File: config.mk
export PLATFORM = sky130hd
export DESIGN_NAME = upcount_timer
export DESIGN_NICKNAME = d
export VERILOG_FILES = /design/src/rtl/tmr_pkg.sv /design/src/rtl/tmr_regs.sv /design/src/rtl/tmr_counter.sv /design/src/rtl/tmr_irq.sv /design/src/rtl/upcount_timer.sv
export SDC_FILE = /design/constraint.sdc
export NUM_CORES = 1
export LEC_CHECK = 0
export BUFFER_PORTS_ARGS = -buffer_cell sky130_fd_sc_hd__buf_2
export CORE_MARGIN = 2
export CORE_UTILIZATION = 52
export DETAILED_ROUTE_END_ITERATION = 10
export PLACE_DENSITY = 0.81
export SLEW_MARGIN = 20
export SYNTH_ARGS = -nofsm -noshare
export SYNTH_HDL_FRONTEND = slang
export SYNTH_HIERARCHICAL = 1
export SYNTH_SLANG_ARGS = --single-unit
export TNS_END_PERCENT = 1
File: constraint.sdc
create_clock -name clk -period 2.2 [get_ports clk]
set_input_delay 0.22 -clock clk [delete_from_list [all_inputs] [get_ports clk]]
set_output_delay 0.22 -clock clk [all_outputs]
set_load 0.005 [all_outputs]
File: src/rtl/tmr_pkg.sv
package tmr_pkg;

    localparam int REG_AW = 2;

    typedef enum logic [REG_AW-1:0] {
        REG_CTRL   = 2'd0,
        REG_RELOAD = 2'd1,
        REG_COUNT  = 2'd2,
        REG_STATUS = 2'd3
    } reg_sel_e;

    localparam int CTRL_RUN_BIT  = 0;
    localparam int CTRL_AUTO_BIT = 1;
    localparam int CTRL_IE_BIT   = 2;
    localparam int STAT_OVF_BIT  = 0;

    typedef struct packed {
        logic ie;
        logic autoload;
        logic run;
    } ctrl_t;

    function automatic ctrl_t unpack_ctrl(input logic [2:0] bits);
        ctrl_t c;
        c.run      = bits[CTRL_RUN_BIT];
        c.autoload = bits[CTRL_AUTO_BIT];
        c.ie       = bits[CTRL_IE_BIT];
        return c;
    endfunction

    function automatic logic [2:0] pack_ctrl(input ctrl_t c);
        logic [2:0] bits;
        bits = '0;
        bits[CTRL_RUN_BIT]  = c.run;
        bits[CTRL_AUTO_BIT] = c.autoload;
        bits[CTRL_IE_BIT]   = c.ie;
        return bits;
    endfunction

endpackage

File: src/rtl/tmr_regs.sv
module tmr_regs
    import tmr_pkg::*;
#(
    parameter int CNT_W = 32
) (
    input  logic                clk,
    input  logic                rst,
    input  logic                bus_sel,
    input  logic                bus_wr,
    input  logic [REG_AW-1:0]   bus_addr,
    input  logic [CNT_W-1:0]    bus_wdata,
    input  logic                ovf_evt,
    input  logic [CNT_W-1:0]    count_q,
    input  logic                ovf_flag,
    output ctrl_t               ctrl_q,
    output logic [CNT_W-1:0]    reload_q,
    output logic                load_en,
    output logic [CNT_W-1:0]    load_val,
    output logic                clr_req,
    output logic [CNT_W-1:0]    bus_rdata
);

    logic     wr_any;
    reg_sel_e sel;

    assign wr_any = bus_sel & bus_wr;
    assign sel    = reg_sel_e'(bus_addr);

    // control: software write wins over the one-shot auto-stop
    always_ff @(posedge clk) begin
        if (rst) begin
            ctrl_q <= '0;
        end else if (wr_any && sel == REG_CTRL) begin
            ctrl_q <= unpack_ctrl(bus_wdata[2:0]);
        end else if (ovf_evt && !ctrl_q.autoload) begin
            ctrl_q.run <= 1'b0;
        end
    end

    always_ff @(posedge clk) begin
        if (rst) begin
            reload_q <= '0;
        end else if (wr_any && sel == REG_RELOAD) begin
            reload_q <= bus_wdata;
        end
    end

    assign load_en  = wr_any && (sel == REG_COUNT);
    assign load_val = bus_wdata;
    assign clr_req  = wr_any && (sel == REG_STATUS) && bus_wdata[STAT_OVF_BIT];

    always_comb begin
        bus_rdata = '0;
        unique case (sel)
            REG_CTRL:   bus_rdata[2:0] = pack_ctrl(ctrl_q);
            REG_RELOAD: bus_rdata = reload_q;
            REG_COUNT:  bus_rdata = count_q;
            REG_STATUS: bus_rdata[STAT_OVF_BIT] = ovf_flag;
            default:    bus_rdata = '0;
        endcase
    end

endmodule

File: src/rtl/tmr_counter.sv
module tmr_counter #(
    parameter int CNT_W       = 32,
    parameter int SYNC_STAGES = 2
) (
    input  logic             clk,
    input  logic             rst,
    input  logic             run,
    input  logic             autoload,
    input  logic             load_en,
    input  logic [CNT_W-1:0] load_val,
    input  logic [CNT_W-1:0] reload_val,
    output logic [CNT_W-1:0] count_q,
    output logic             ovf_evt
);

    localparam logic [CNT_W-1:0] CNT_MAX = '1;

    logic go;

    generate
        if (SYNC_STAGES > 0) begin : g_arm
            localparam logic [SYNC_STAGES-1:0] ARM_ONE = 1;
            logic [SYNC_STAGES-1:0] arm_q;
            always_ff @(posedge clk) begin
                if (rst || !run) begin
                    arm_q <= '0;
                end else begin
                    arm_q <= (arm_q << 1) | ARM_ONE;
                end
            end
            assign go = run & arm_q[SYNC_STAGES-1];
        end else begin : g_direct
            assign go = run;
        end
    endgenerate

    assign ovf_evt = go && (count_q == CNT_MAX) && !load_en;

    always_ff @(posedge clk) begin
        if (rst) begin
            count_q <= '0;
        end else if (load_en) begin
            count_q <= load_val;
        end else if (ovf_evt) begin
            count_q <= autoload ? reload_val : '0;
        end else if (go) begin
            count_q <= count_q + 1'b1;
        end
    end

endmodule

File: src/rtl/tmr_irq.sv
module tmr_irq (
    input  logic clk,
    input  logic rst,
    input  logic ovf_evt,
    input  logic clr_req,
    input  logic ie,
    output logic ovf_flag,
    output logic irq
);

    // a new overflow beats a clear on the same edge
    always_ff @(posedge clk) begin
        if (rst) begin
            ovf_flag <= 1'b0;
        end else if (ovf_evt) begin
            ovf_flag <= 1'b1;
        end else if (clr_req) begin
            ovf_flag <= 1'b0;
        end
    end

    assign irq = ovf_flag & ie;

endmodule

File: src/rtl/upcount_timer.sv
module upcount_timer
    import tmr_pkg::*;
#(
    parameter int CNT_W       = 32,
    parameter int SYNC_STAGES = 2
) (
    input  logic                clk,
    input  logic                rst,
    input  logic                bus_sel,
    input  logic                bus_wr,
    input  logic [REG_AW-1:0]   bus_addr,
    input  logic [CNT_W-1:0]    bus_wdata,
    output logic [CNT_W-1:0]    bus_rdata,
    output logic                irq
);

    ctrl_t            ctrl_q;
    logic [CNT_W-1:0] reload_q;
    logic [CNT_W-1:0] count_q;
    logic [CNT_W-1:0] load_val;
    logic             load_en;
    logic             clr_req;
    logic             ovf_evt;
    logic             ovf_flag;
    logic             run_q;
    logic             auto_q;
    logic             ie_q;

    assign run_q  = ctrl_q.run;
    assign auto_q = ctrl_q.autoload;
    assign ie_q   = ctrl_q.ie;

    tmr_regs #(.CNT_W(CNT_W)) u_regs (
        .clk       (clk),
        .rst       (rst),
        .bus_sel   (bus_sel),
        .bus_wr    (bus_wr),
        .bus_addr  (bus_addr),
        .bus_wdata (bus_wdata),
        .ovf_evt   (ovf_evt),
        .count_q   (count_q),
        .ovf_flag  (ovf_flag),
        .ctrl_q    (ctrl_q),
        .reload_q  (reload_q),
        .load_en   (load_en),
        .load_val  (load_val),
        .clr_req   (clr_req),
        .bus_rdata (bus_rdata)
    );

    tmr_counter #(.CNT_W(CNT_W), .SYNC_STAGES(SYNC_STAGES)) u_cnt (
        .clk        (clk),
        .rst        (rst),
        .run        (run_q),
        .autoload   (auto_q),
        .load_en    (load_en),
        .load_val   (load_val),
        .reload_val (reload_q),
        .count_q    (count_q),
        .ovf_evt    (ovf_evt)
    );

    tmr_irq u_irq (
        .clk      (clk),
        .rst      (rst),
        .ovf_evt  (ovf_evt),
        .clr_req  (clr_req),
        .ie       (ie_q),
        .ovf_flag (ovf_flag),
        .irq      (irq)
    );

endmodule

Word-level counts from Yosys, hierarchy flattened
Cells that the tools add are included.
Cells by class
  reduce and logical (&&, ||, !) cells: 16
  equality and inequality tests: 4
  add/sub/neg operators: 1
  bitwise operators: 3
  muxes and demuxes: 12
Operators by type and width (count)
  32-bit two-way mux: 4
  29-bit case mux with 2 select lines: 1
  32-bit by 1-bit adder with 32-bit output (second input constant): 1
  32-bit equality test (second input constant): 1
  1-bit logical AND: 8
  2-bit case mux with 3 select lines: 1
  1-bit two-way mux: 5
  2-bit equality test (second input constant): 2
  1-bit case mux with 4 select lines: 1
  2-bit nonzero test: 2
  1-bit AND: 3
  1-bit zero test: 3
  3-bit nonzero test: 1
  2-bit by 1-bit equality test with 1-bit output (second input constant): 1
  2-bit zero test: 1
  1-bit logical OR: 1
Storage, ports and cells
  register bits after elaboration: 70
  output and inout port bits: 33

Depth between registers and ports, before layout
  depth after elaboration: 7
  mapped depth: 13
  gate-level depth less buffers: 10

Modules after synthesis
The synthesis kept the hierarchy.
Modules (own cells, without submodules)
  tmr_counter: instances 1, cells an instance 340, seq. area each 680.7 um^2, area each 2508.7 um^2
  tmr_regs: instances 1, cells an instance 270, seq. area each 700.7 um^2, area each 2135.8 um^2
  tmr_irq: instances 1, cells an instance 5, seq. area each 20.0 um^2, area each 45.0 um^2

Worst setup path after synthesis
OpenSTA, ideal clock, no wires.
  kind: input -> register
  start: input bus_addr[0]
  end: register u_cnt.count_q[5]
  setup slack: -94 ps
  data required time: 2124 ps
  arrival time: 2218 ps
  stages on the path: 11
  cells stage by stage: inv_1 -> ha_1 -> clkbuf_1 -> buf_2 -> and3_1 -> nand3b_1 -> nor4_4 -> nand3_1 -> buf_2 -> mux2_1 -> o22ai_1
On the way
  cells in the longest elaborated chain, start to end: 6
  elaborated cells on any way between the ends: 7
  classes of those cells: eq/ne (1); mux (2); reduce/logical (4)
RTL lines
  start, declared: line upcount_timer.sv:11  | input logic [REG_AW-1:0] bus_addr,
  2-bit equality test *: line tmr_regs.sv:48  | assign load_en = wr_any && (sel == REG_COUNT);
  1-bit logical AND *: line tmr_regs.sv:48
  via load_en: line upcount_timer.sv:21  | logic load_en;
  1-bit zero test: line tmr_counter.sv:37  | assign ovf_evt = go && (count_q == CNT_MAX) && !load_en;
  1-bit logical AND: line tmr_counter.sv:37
  32-bit two-way mux: line tmr_counter.sv:44  | end else if (ovf_evt) begin
  32-bit two-way mux: line tmr_counter.sv:42  | end else if (load_en) begin
  end signal, assigned: line tmr_counter.sv:43  | count_q <= load_val;
  end signal, assigned: line tmr_counter.sv:45  | count_q <= autoload ? reload_val : '0;
  end signal, assigned: line tmr_counter.sv:47  | count_q <= count_q + 1'b1;
  end, declared: line tmr_counter.sv:12  | output logic [CNT_W-1:0] count_q,
The timed path passes the listed nets; every way through them passes the cells marked *.
A chain may end at the register's enable or synchronous reset.

Worst setup path in the final report
  start: register u_cnt.count_q[16]
  end: register u_cnt.count_q[31]
On the way
  cells in the longest elaborated chain, start to end: 5
  elaborated cells on any way between the ends: 8
  classes of those cells: add/sub (1); eq/ne (1); mux (3); reduce/logical (3)
RTL lines
  parallel branches: the longest is 5 deep, another holds 32-bit by 1-bit adder with 32-bit output
Parallel ways; which one is timed is not known. The select of a mux whose other input is x is not followed.

==> reports/qor.txt <==
==================================================================================================
Syn Inst Count                                                                                 615
Worst-path maximum fanout                                                                        5
Total setup buffers inserted after CTS                                                           0
Growth of design area from synthesis to finish                                              9.338%
Antenna Diode Count                                                                              0
Starting density of the core                                                                53.77%
Fraction of power consumed by the clock network                                              36.3%
Cell count after placement                                                                     753
Number of distinct library cell variants in the gate-level netlist after synthesis              57
Routability congestion estimate from global placement                                       0.8919
Standby leakage power                                                                  0.001957 uW
Final count of negative-setup-slack endpoints                                                    0
Share of total power consumed by net switching                                              26.59%
Count of boundary I/O pins                                                                      71
Drt drc                                                                                          0
Primary flip-flop cell chosen by synthesis mapping                                    sky130_fd_sc_hd__dfxtp_1
Crit path launch type                                                                    flip-flop
Via count                                                                                    4,799
Final Hold Fails                                                                                 0
Post-Syn Area                                                                            4689 um^2
Achievable frequency                                                                    0.4811 GHz
Largest net degree at the start of global routing                                               77
Initial DRT Pass Iterations                                                                      6
Asr flop ratio synth                                                                            0%
Number of enable-type register cells in the synthesized netlist                                  0
Setup crit end kind                                                                      flip-flop
Worst endpoint required time                                                               2.40 ns
Number of buffers inserted by hold repair at cts                                                 0
Part of the Yosys area used for sequential elements                                         29.88%
Critical path's largest stage delay                                                        0.62 ns
Largest voltage drop on the vdd net                                                       271.4 uV
Clock root buffer master                                                              sky130_fd_sc_hd__clkbuf_8
Slew @ Worst Pin                                                                         0.6814 ns
Leading area contributor after synthesis                                              sky130_fd_sc_hd__dfxtp_1
Post-place instance area                                                                 4972 um^2
Share of Yosys cell area claimed by the top area cell type                                  29.88%
Site row count                                                                                  34
Fin Setup TNS                                                                                 0 ns
Crit path DAT                                                                              2.28 ns
Crit path kind                                                                        flip-flop to flip-flop
Largest cells by area after synthesis                                                 sky130_fd_sc_hd__dfxtp_1 (30%), sky130_fd_sc_hd__a21oi_1 (7.2%), sky130_fd_sc_hd__nand2_1 (7.0%)
Buffer depth of the longest clock path                                                           2
Run status                                                                               completed
CTS tree                                                                                       yes
Nets                                                                                           700
Buffers added on ports                                                                          70
Final design utilization                                                                    58.79%
Vias in the first global route                                                               4,587
Initial detailed-routing violation count                                                       589
Max Clock Skew                                                                         0.009306 ns
Tmin final                                                                                2.079 ns
First-pass GRT wire length                                                               22,160 um
Cell chain of the critical path                                                       nand4_1 -> or4_4 -> or4_1 -> o21ai_1 -> a211oi_1
Sw power                                                                                  658.1 uW
Number of sinks on the clock net                                                                70
Total routing resource utilization after global routing                                     27.37%
Die width                                                                                 98.97 um
Internal power                                                                             1817 uW
Post-route cell area                                                                     5127 um^2
Proportion of layout cells with a drive suffix above 1                                      22.91%
Number of storage elements in the synthesis netlist                                             70
Height of the die                                                                         98.97 um
Unrepaired setup endpoints after global routing                                              false
Antenna violation net count after detailed routing                                               0
Number of pins with negative max-slew slack in the final report                                  0
Number of buffers added by the clock tree synthesis step                                         9
Clock transition time at the flip-flop clock pins of the worst setup and hold paths        0.08 ns
Nets in the synthesized netlist                                                                659
Final worst-path setup slack                                                             0.1213 ns
Final Routed Wirelength                                                                  13,650 um
Die area                                                                                 9794 um^2
CTS HTree Levels                                                                                 3
Average via count per standard cell                                                          6.257
Final std cells w/o fill                                                                       767
Resized cells post-CTS                                                                           0
Final period util                                                                           94.49%
Average instance area after synthesis                                                   7.625 um^2
Slowest cell on the critical path                                                     sky130_fd_sc_hd__or4_4
Commonest non-fill, non-tap cell in the layout                                        sky130_fd_sc_hd__nand2_1
WL per Instance                                                                           17.79 um
Core area                                                                                8721 um^2
Setup Slack @ Placement                                                                 0.03027 ns
Half-perimeter wire length of the detailed placement result                                9092 um
Initial antenna violation count                                                                  0
Worst max-slew margin expressed relative to the limit                                       54.58%
Sequential share of power                                                                    53.0%
Top library cells by usage in the layout, fill and taps aside                         sky130_fd_sc_hd__nand2_1 (87), sky130_fd_sc_hd__buf_2 (70), sky130_fd_sc_hd__dfxtp_1 (70)
Class of the most critical hold timing path                                           input port to flip-flop
Logic pwr share                                                                              10.7%
GRT Residual Overflow                                                                            0
Max cap viols                                                                                    0
PwrDens                                                                               482.8 nW/um^2
Skew-Pair Late Insertion Delay                                                             0.34 ns
Synth warn                                                                                       6
==================================================================================================
cell usage after synthesis, types with 17 or more instances:
cell                       number
sky130_fd_sc_hd__a211oi_1      20
sky130_fd_sc_hd__nand2_1       87
sky130_fd_sc_hd__nor2_1        45
sky130_fd_sc_hd__a21oi_1       67
sky130_fd_sc_hd__nor2b_1       31
sky130_fd_sc_hd__dfxtp_1       70
sky130_fd_sc_hd__buf_2         17
sky130_fd_sc_hd__buf_4         35
sky130_fd_sc_hd__a21oi_2       17
sky130_fd_sc_hd__clkbuf_1      19
sky130_fd_sc_hd__a22oi_1       32
per-stage QoR:
stage | hold WS [ns] | total power (uW)
after floorplan | 0.2824 | 1535
after global placement | 0.4122 | 1588
after detailed placement | 0.4216 | 1598
after CTS | 0.1134 | 2483
after global routing | 0.1200 | 2564
final | 0.1221 | 2475
flip-flops by register name (all words and copies together), names as in the netlist:
name and flops:
u_cnt/count_q 32, u_irq/ovf_flag 1, u_cnt/g_arm.arm_q 2, u_regs/reload_q 32
u_regs/ctrl_q 3
power groups by stage:
stage	combinational (uW)	clock, uW	sequential, uW
2_1_floorplan	198	0	1340
5_1_grt	286	964	1310
3_3_place_gp	250	0	1340
6_report	265	899	1310
4_1_cts	259	913	1310
3_5_place_dp	258	0	1340
worst max-delay path: cells and delay by family (launching register included):
| family | cells | cell delay, ns |
|---|---|---|
| flops | 1 | 0.35 |
| compound gates | 2 | 0.22 |
| simple gates | 3 | 1.36 |
layer usage:
layer	up-vias	GRT usage, %	part of all wire, %
met3	38	5.532	10
met1	2222	35.78	41
met4	0	12.33	2.5
met2	304	43.61	47
met5	-	0	0
li1	2235	-	-
worst paths after layout:
kind,depth (start not counted),slack [ns],endpoint,startpoint
max reg2reg,5,0.12,u_cnt/count_q[31]$_SDFFE_PP0P_,u_cnt/count_q[16]$_SDFFE_PP0P_
min,3,0.12,u_regs/reload_q[10]$_SDFFE_PP0P_,bus_wdata[10]
min reg2reg,1,0.43,u_cnt/g_arm.arm_q[1]$_SDFF_PN0_,u_cnt/g_arm.arm_q[0]$_DFF_P_
max,5,0.12,u_cnt/count_q[31]$_SDFFE_PP0P_,u_cnt/count_q[16]$_SDFFE_PP0P_
kinds of logic after synthesis:
group	Yosys count	share of synthesized area, %
simple gates	230	24.63
xor+xnor	16	2.988
buf+inv	95	12.38
compound gates	188	26.31
flops	70	29.88
fa+ha+maj	6	1.601
mux	10	2.215
layout make-up:
class	instances	area, um^2
tap	108	135.1
multi-input combinational	450	2709
timing repair buffer	112	678.2
inverter	13	48.80
clock buffer	12	145.1
fill	786	3593
sequential	70	1401
clock inverter	2	10.01
Note: power is estimated with default switching activity, not from simulation.
